[src/rtl/obw_pkg.sv]
package obw_pkg;
  localparam int unsigned ADDR_W   = 64;
  localparam int unsigned WORD_W   = 32;
  localparam int unsigned GRAN_LSB = 10;
  localparam int unsigned MLO_W    = WORD_W - GRAN_LSB;
  localparam int unsigned BDF_W    = 16;

  typedef enum logic [1:0] {
    WT_CFG  = 2'd0,
    WT_IO   = 2'd1,
    WT_MEM  = 2'd2,
    WT_RSVD = 2'd3
  } win_type_e;

  typedef enum logic [2:0] {
    RS_CTRL     = 3'd0,
    RS_MASK_HI  = 3'd1,
    RS_LBASE_LO = 3'd2,
    RS_LBASE_HI = 3'd3,
    RS_RBASE_LO = 3'd4,
    RS_RBASE_HI = 3'd5
  } reg_sel_e;
endpackage

[src/rtl/obw_regfile.sv]
module obw_regfile
  import obw_pkg::*;
#(
  parameter int NUM_WIN    = 8,
  parameter int ACTIVE_WIN = 6,
  localparam int IW        = $clog2(NUM_WIN)
) (
  input  logic                             clk,
  input  logic                             rst,
  input  logic                             cfg_we,
  input  logic [IW-1:0]                    cfg_win,
  input  logic [2:0]                       cfg_sel,
  input  logic [WORD_W-1:0]                cfg_wdata,
  output logic [NUM_WIN-1:0]               win_en,
  output logic [NUM_WIN-1:0][1:0]          win_type,
  output logic [NUM_WIN-1:0][ADDR_W-1:0]   win_mask,
  output logic [NUM_WIN-1:0][ADDR_W-1:0]   win_lbase,
  output logic [NUM_WIN-1:0][ADDR_W-1:0]   win_rbase
);
  for (genvar g = 0; g < NUM_WIN; g++) begin : g_win
    if (g < ACTIVE_WIN) begin : g_live
      logic              en_q;
      logic [1:0]        type_q;
      logic [MLO_W-1:0]  mlo_q;
      logic [WORD_W-1:0] mhi_q;
      logic [ADDR_W-1:0] lb_q;
      logic [ADDR_W-1:0] rb_q;
      logic              sel_me;

      assign sel_me = cfg_we && (cfg_win == IW'(g));

      always_ff @(posedge clk) begin
        if (rst) begin
          en_q   <= 1'b0;
          type_q <= 2'd0;
          mlo_q  <= '0;
          mhi_q  <= '0;
          lb_q   <= '0;
          rb_q   <= '0;
        end else if (sel_me) begin
          case (reg_sel_e'(cfg_sel))
            RS_CTRL: begin
              en_q   <= cfg_wdata[0];
              type_q <= cfg_wdata[2:1];
              mlo_q  <= cfg_wdata[WORD_W-1:GRAN_LSB];
            end
            RS_MASK_HI:  mhi_q              <= cfg_wdata;
            RS_LBASE_LO: lb_q[WORD_W-1:0]   <= {cfg_wdata[WORD_W-1:2], 2'b00};
            RS_LBASE_HI: lb_q[ADDR_W-1:WORD_W] <= cfg_wdata;
            RS_RBASE_LO: rb_q[WORD_W-1:0]   <= cfg_wdata;
            RS_RBASE_HI: rb_q[ADDR_W-1:WORD_W] <= cfg_wdata;
            default: ;
          endcase
        end
      end

      assign win_en[g]    = en_q;
      assign win_type[g]  = type_q;
      assign win_mask[g]  = {mhi_q, mlo_q, {GRAN_LSB{1'b0}}};
      assign win_lbase[g] = lb_q;
      assign win_rbase[g] = rb_q;
    end else begin : g_absent
      assign win_en[g]    = 1'b0;
      assign win_type[g]  = 2'd0;
      assign win_mask[g]  = '0;
      assign win_lbase[g] = '0;
      assign win_rbase[g] = '0;
    end
  end
endmodule

[src/rtl/obw_match.sv]
module obw_match
  import obw_pkg::*;
#(
  parameter int NUM_WIN = 8
) (
  input  logic [ADDR_W-1:0]                lk_addr,
  input  logic [NUM_WIN-1:0]               win_en,
  input  logic [NUM_WIN-1:0][ADDR_W-1:0]   win_mask,
  input  logic [NUM_WIN-1:0][ADDR_W-1:0]   win_lbase,
  input  logic [NUM_WIN-1:0][ADDR_W-1:0]   win_rbase,
  output logic [NUM_WIN-1:0]               hit_vec,
  output logic [NUM_WIN-1:0][ADDR_W-1:0]   xlat
);
  for (genvar g = 0; g < NUM_WIN; g++) begin : g_cmp
    assign hit_vec[g] = win_en[g] &&
                        ((lk_addr & win_mask[g]) == (win_lbase[g] & win_mask[g]));
    assign xlat[g]    = win_rbase[g] | (lk_addr & ~win_mask[g]);
  end
endmodule

[src/rtl/obw_pick.sv]
module obw_pick
  import obw_pkg::*;
#(
  parameter int NUM_WIN = 8,
  localparam int IW     = $clog2(NUM_WIN)
) (
  input  logic                             clk,
  input  logic                             rst,
  input  logic                             lk_valid,
  input  logic [NUM_WIN-1:0]               hit_vec,
  input  logic [NUM_WIN-1:0][ADDR_W-1:0]   xlat,
  input  logic [NUM_WIN-1:0][1:0]          win_type,
  input  logic [NUM_WIN-1:0][BDF_W-1:0]    win_bdf,
  output logic                             rsp_valid,
  output logic                             rsp_hit,
  output logic                             rsp_miss,
  output logic [IW-1:0]                    rsp_win,
  output logic [1:0]                       rsp_type,
  output logic [ADDR_W-1:0]                rsp_addr,
  output logic [7:0]                       rsp_bus,
  output logic [4:0]                       rsp_dev,
  output logic [2:0]                       rsp_fn
);
  logic          found;
  logic [IW-1:0] sel;
  logic          take;
  logic          is_cfg;

  always_comb begin
    found = 1'b0;
    sel   = '0;
    for (int i = NUM_WIN - 1; i >= 0; i--) begin
      if (hit_vec[i]) begin
        found = 1'b1;
        sel   = IW'(i);
      end
    end
  end

  assign take   = lk_valid && found;
  assign is_cfg = take && (win_type_e'(win_type[sel]) == WT_CFG);

  always_ff @(posedge clk) begin
    if (rst) begin
      rsp_valid <= 1'b0;
      rsp_hit   <= 1'b0;
      rsp_miss  <= 1'b0;
      rsp_win   <= '0;
      rsp_type  <= 2'd0;
      rsp_addr  <= '0;
      rsp_bus   <= '0;
      rsp_dev   <= '0;
      rsp_fn    <= '0;
    end else begin
      rsp_valid <= lk_valid;
      rsp_hit   <= take;
      rsp_miss  <= lk_valid && !found;
      rsp_win   <= take ? sel : '0;
      rsp_type  <= take ? win_type[sel] : 2'd0;
      rsp_addr  <= take ? xlat[sel] : '0;
      rsp_bus   <= is_cfg ? win_bdf[sel][15:8] : '0;
      rsp_dev   <= is_cfg ? win_bdf[sel][7:3]  : '0;
      rsp_fn    <= is_cfg ? win_bdf[sel][2:0]  : '0;
    end
  end
endmodule

[src/rtl/obw_xlate.sv]
module obw_xlate
  import obw_pkg::*;
#(
  parameter int NUM_WIN    = 8,
  parameter int ACTIVE_WIN = 6,
  localparam int IW        = $clog2(NUM_WIN)
) (
  input  logic                clk,
  input  logic                rst,
  input  logic                cfg_we,
  input  logic [IW-1:0]       cfg_win,
  input  logic [2:0]          cfg_sel,
  input  logic [WORD_W-1:0]   cfg_wdata,
  input  logic                lk_valid,
  input  logic [ADDR_W-1:0]   lk_addr,
  output logic                rsp_valid,
  output logic                rsp_hit,
  output logic                rsp_miss,
  output logic [IW-1:0]       rsp_win,
  output logic [1:0]          rsp_type,
  output logic [ADDR_W-1:0]   rsp_addr,
  output logic [7:0]          rsp_bus,
  output logic [4:0]          rsp_dev,
  output logic [2:0]          rsp_fn
);
  logic [NUM_WIN-1:0]               win_en;
  logic [NUM_WIN-1:0][1:0]          win_type;
  logic [NUM_WIN-1:0][ADDR_W-1:0]   win_mask;
  logic [NUM_WIN-1:0][ADDR_W-1:0]   win_lbase;
  logic [NUM_WIN-1:0][ADDR_W-1:0]   win_rbase;
  logic [NUM_WIN-1:0][BDF_W-1:0]    win_bdf;
  logic [NUM_WIN-1:0]               hit_vec;
  logic [NUM_WIN-1:0][ADDR_W-1:0]   xlat;

  obw_regfile #(.NUM_WIN(NUM_WIN), .ACTIVE_WIN(ACTIVE_WIN)) u_regs (
    .clk(clk), .rst(rst), .cfg_we(cfg_we), .cfg_win(cfg_win),
    .cfg_sel(cfg_sel), .cfg_wdata(cfg_wdata), .win_en(win_en),
    .win_type(win_type), .win_mask(win_mask), .win_lbase(win_lbase),
    .win_rbase(win_rbase)
  );

  for (genvar g = 0; g < NUM_WIN; g++) begin : g_bdf
    assign win_bdf[g] = win_rbase[g][WORD_W-1:WORD_W-BDF_W];
  end

  obw_match #(.NUM_WIN(NUM_WIN)) u_match (
    .lk_addr(lk_addr), .win_en(win_en), .win_mask(win_mask),
    .win_lbase(win_lbase), .win_rbase(win_rbase),
    .hit_vec(hit_vec), .xlat(xlat)
  );

  obw_pick #(.NUM_WIN(NUM_WIN)) u_pick (
    .clk(clk), .rst(rst), .lk_valid(lk_valid), .hit_vec(hit_vec),
    .xlat(xlat), .win_type(win_type), .win_bdf(win_bdf),
    .rsp_valid(rsp_valid), .rsp_hit(rsp_hit), .rsp_miss(rsp_miss),
    .rsp_win(rsp_win), .rsp_type(rsp_type), .rsp_addr(rsp_addr),
    .rsp_bus(rsp_bus), .rsp_dev(rsp_dev), .rsp_fn(rsp_fn)
  );
endmodule

[config.mk]
export PLATFORM = sky130hd
export DESIGN_NAME = obw_xlate
export DESIGN_NICKNAME = d
export VERILOG_FILES = /design/src/rtl/obw_pkg.sv /design/src/rtl/obw_regfile.sv /design/src/rtl/obw_match.sv /design/src/rtl/obw_pick.sv /design/src/rtl/obw_xlate.sv
export SDC_FILE = /design/constraint.sdc
export NUM_CORES = 2
export LEC_CHECK = 0
export ABC_CLOCK_PERIOD_IN_PS = 3980
export BUFFER_PORTS_ARGS = -buffer_cell sky130_fd_sc_hd__buf_2
export CORE_AREA = 2 2 258 388
export CTS_CLUSTER_SIZE = 12
export DETAILED_ROUTE_END_ITERATION = 6
export DIE_AREA = 0 0 260 390
export PLACE_DENSITY = 0.68
export SETUP_SLACK_MARGIN = 0.02
export SYNTH_ARGS = -nofsm -noshare
export SYNTH_HDL_FRONTEND = slang
export SYNTH_SLANG_ARGS = --single-unit
export TNS_END_PERCENT = 30
[constraint.sdc]
create_clock -name clk -period 3.98 [get_ports clk]
set_input_delay 0.995 -clock clk [delete_from_list [all_inputs] [get_ports clk]]
set_output_delay 0.995 -clock clk [all_outputs]
set_load 0.05 [all_outputs]
==> run_results.csv <==
group,metric,value,unit
synthesis,syn-num-nets,6715,
pwr,report.power.total,22.87,mW
global_route,overflow,0,
synthesis,ys_seq_area_frac,0.4586,
layout,final.fill_count,9031,
clock_network,postCtsSetupRepairBufs,0,
synthesis,synth_cell_types,66,
detailed_routing,routedWlPerCell,29.70,um
global_route,grt_pass1_wl,337500,um
outcome,status,"complete, but fails checks",
floorplan,fp.dieArea,101400,um^2
sta,clock_skew,0.03689,ns
synthesis,yosysMostFrequentCell,"nand2_1",
setup_path,r2r-end,"u_pick.rsp_addr[61]",
detailed_routing,initialDrtViolationCount,7420,
layout,fin_area,57270,um^2
global_route,grt_usage,0.4635,
clock_network,cts-hold-fix-buffers,0,
clock_network,clk_pin_slew,0.07,ns
setup_path,path_max_fanout,17,
pwr,comb_power_share,0.062,
sta,setup_viol,6,
layout,drive_gt1_frac,0.1360,
setup_path,r2r_setup_slack,0.17,ns
clock_network,clkLatencyLatePin,0.74,ns
setup_path,worstPathArrival,4.66,ns
global_route,grt_max_degree,202,
detailed_routing,route.vias.total,51050,
clock_network,cts_made_buffers,110,
synthesis,synth.top_cell.area_share,0.4586,
detailed_routing,drc,10,
synthesis,synth-seq-cells,1138,
place,dp_slack,-0.8857,ns
detailed_routing,postRouteAntennaNets,0,
place,dp.cells,7942,
synthesis,ys.flop_type,"dfxtp_1",
sta,fin_crit,4.068,ns
layout,finalNetCount,6874,
pwr,switchingPower,5.672,mW
synthesis,synth_area,49680,um^2
place,port_buffers,193,
clock_network,cts_tree,"yes",
setup_path,crit_path_start_kind,"input pin",
synthesis,synth_edf_count,0,
outcome,violations,"DRC, setup timing",
synthesis,syn_avg_cell_area,7.517,um^2
clock_network,clock_sinks,1138,
hold_path,whs_endpoint,"u_regs.g_win[5].g_live.rb_q[5]",
sta,fin_ws,-0.08774,ns
synthesis,synth_top_area_cell,"dfxtp_1",
global_route,antenna_found_initial,24,
hold_path,hold_depth,2,
setup_path,reg2reg_from,"u_regs.g_win[3].g_live.lb_q[13]",
sta,worst_pin_slew,1.183,ns
sta,finalCritPeriodShare,1.022,
sta,slew_violations,0,
floorplan,rows,141,
sta,fmax,0.2458,GHz
place,gp_congestion,1.031,
sta,grt_setup_unrepaired,"yes",
pwr,p_per_area,399.3,nW/um^2
synthesis,ys_top_cells_by_count,"2495 x nand2_1, 1138 x dfxtp_1, 1079 x a21oi_1",
clock_network,cts-root-buf,"clkbuf_16",
place,place_area,53920,um^2
floorplan,coreArea,97910,um^2
synthesis,async_flop_share,0,
layout,regArea,22780,um^2
setup_path,worst_setup_path_end_kind,"register",
pwr,seqPwrFrac,0.502,
pwr,max-vdd-ir-drop,349.2,uV
sta,fin_tns_setup,-0.3058,ns
pwr,switching_share,0.2480,
sta,slew_headroom,0.2116,
detailed_routing,viasPerCell,6.287,
floorplan,initial_core_util,0.5074,
pwr,total_leakage_power,20.66,nW
synthesis,yosys_warnings,0,
pwr,power_frac_clock,0.436,
synthesis,synth_cells,6609,
place,hpwlAfterDp,160900,um
layout,syn2layout_area_growth,15.27,%
pwr,p_int,17.20,mW
setup_path,crit_required,4.57,ns
sta,final-hold-violation-count,0,
setup_path,r2r_cells,13,
job,cap_violations,0,
setup_path,path_class,"input pin to register",
layout,layout.cells.non_filler,8120,
hold_path,hp-class,"register to register",
floorplan,io_pins,194,
detailed_routing,wl,241100,um
global_route,grt_pass1_vias,47090,
detailed_routing,dr.pass1.iters,7,
clock_network,clockBufferDepth,3,
hold_path,worstHoldStart,"u_regs.g_win[5].g_live.rb_q[5]",
clock_network,htree_levels,3,
layout,multiInputGateArea,24670,um^2
synthesis,ys_top_cells_by_area,"dfxtp_1 46%, nand2_1 19%, a21oi_1 11%",
floorplan,die_x,260,um
floorplan,fp.dieH,390,um
==> what timing repair did <==
action / in CTS / in global routing
endpoints found under the setup margin: 6 / 80
pin swaps: 0 / 2
gates cloned: 0 / 1
resized for setup: 2 / 15
==> cell usage in the layout (no fill, tap or decap), types with 25 or more instances in the layout <==
cell type / count
nand2_1: 2493
dfxtp_1: 1138
a21oi_1: 1079
buf_4: 403
xor2_1: 313
buf_2: 190
a22oi_1: 147
nor2_1: 113
clkbuf_16: 113
a31oi_1: 87
mux2_2: 66
nor3_1: 60
o21ai_0: 55
buf_12: 43
nand3_1: 37
nand4_1: 36
clkbuf_1: 35
o221ai_1: 34
o21a_1: 33
mux2i_1: 31
nor2b_1: 30
nor2_2: 25
==> power groups by stage <==
stage / Sequential (mW) / Combinational [mW] / Clock [mW]
after floorplan: 11.7 / 0.715 / 0
after global placement: 11.7 / 1.34 / 0
after detailed placement: 11.7 / 1.35 / 0
after CTS: 11.5 / 1.36 / 9.93
after global routing: 11.5 / 1.45 / 10.4
final: 11.5 / 1.42 / 9.97
==> kinds of logic (layout without fill, tap and decap cells) <==
logic type,count (synthesis),count (layout),synth area share
AND/OR/NAND/NOR,2860,2860,0.2258
XOR/XNOR,324,324,0.05712
flip-flops,1138,1138,0.4586
AO/OA/AOI/OAI,1567,1567,0.1816
other,0,10,0
multiplexers,110,110,0.02634
buffers and inverters,610,824,0.05057
==> how the worst max path moves through the flow <==
stage               slack, ns                   to   startpoint
finish                  -0.09  u_pick.rsp_addr[21]  lk_addr[35]
global route             0.02  u_pick.rsp_addr[25]  lk_addr[35]
CTS                      0.04  u_pick.rsp_addr[25]  lk_addr[35]
detailed placement      -0.89  u_pick.rsp_addr[28]  lk_addr[35]
global placement        -0.88  u_pick.rsp_addr[28]  lk_addr[35]
floorplan                0.25   u_pick.rsp_addr[0]  lk_addr[56]
==> per-stage QoR <==
step | hold WS, ns | util
4_1_cts | 0.4528 | 0.5836
6_report | 0.4533 | 0.5849
2_1_floorplan | 0.4318 | -
3_5_place_dp | 0.4440 | 0.5507
5_1_grt | 0.4663 | 0.5847
3_3_place_gp | 0.4374 | 0.5507
==> sequential cells by signal (all words and copies together), names as in the netlist <==
signal	cells
u_regs.g_win.g_live.mhi_q	192
u_regs.g_win.g_live.lb_q	324
u_pick.rsp_valid	1
u_pick.rsp_addr	64
u_regs.g_win.g_live.en_q	6
u_pick.rsp_type	2
u_regs.g_win.g_live.rb_q	384
u_pick.rsp_dev	5
u_pick.rsp_miss	1
u_regs.g_win.g_live.type_q	12
u_pick.rsp_fn	3
u_pick.rsp_hit	1
u_pick.rsp_bus	8
u_pick.rsp_win	3
u_regs.g_win.g_live.mlo_q	132
==> layer usage <==
metal	routed length [um]	part of all wire	GRT usage
met2	101200	0.42	0.6802
met5	153	0.00063	0
met3	31020	0.13	0.1252
met1	82190	0.34	0.5470
met4	26580	0.11	0.4276
==> worst max-delay path: stages <==
cell and delay, ns:
clkbuf_4 0.22, buf_4 0.20, xor2_1 0.14, a21boi_0 0.64, nand4_1 0.28, or3_1 0.40, a211oi_2 0.34, o311a_4 0.34
buf_16 0.22, mux2i_1 0.11, buf_4 0.17, a221oi_1 0.42, o32ai_1 0.13
==> layout make-up <==
type	instances	area share
diodes	10	0.0004369
clock buffers	160	0.05436
clock inverters	7	0.001507
multi-input cells	4861	0.4308
flip-flops and latches	1138	0.3978
well taps	1287	0.02812
repair buffers	641	0.08590
inverters	16	0.001049
No activity file was read; power rests on OpenSTA's default activity.
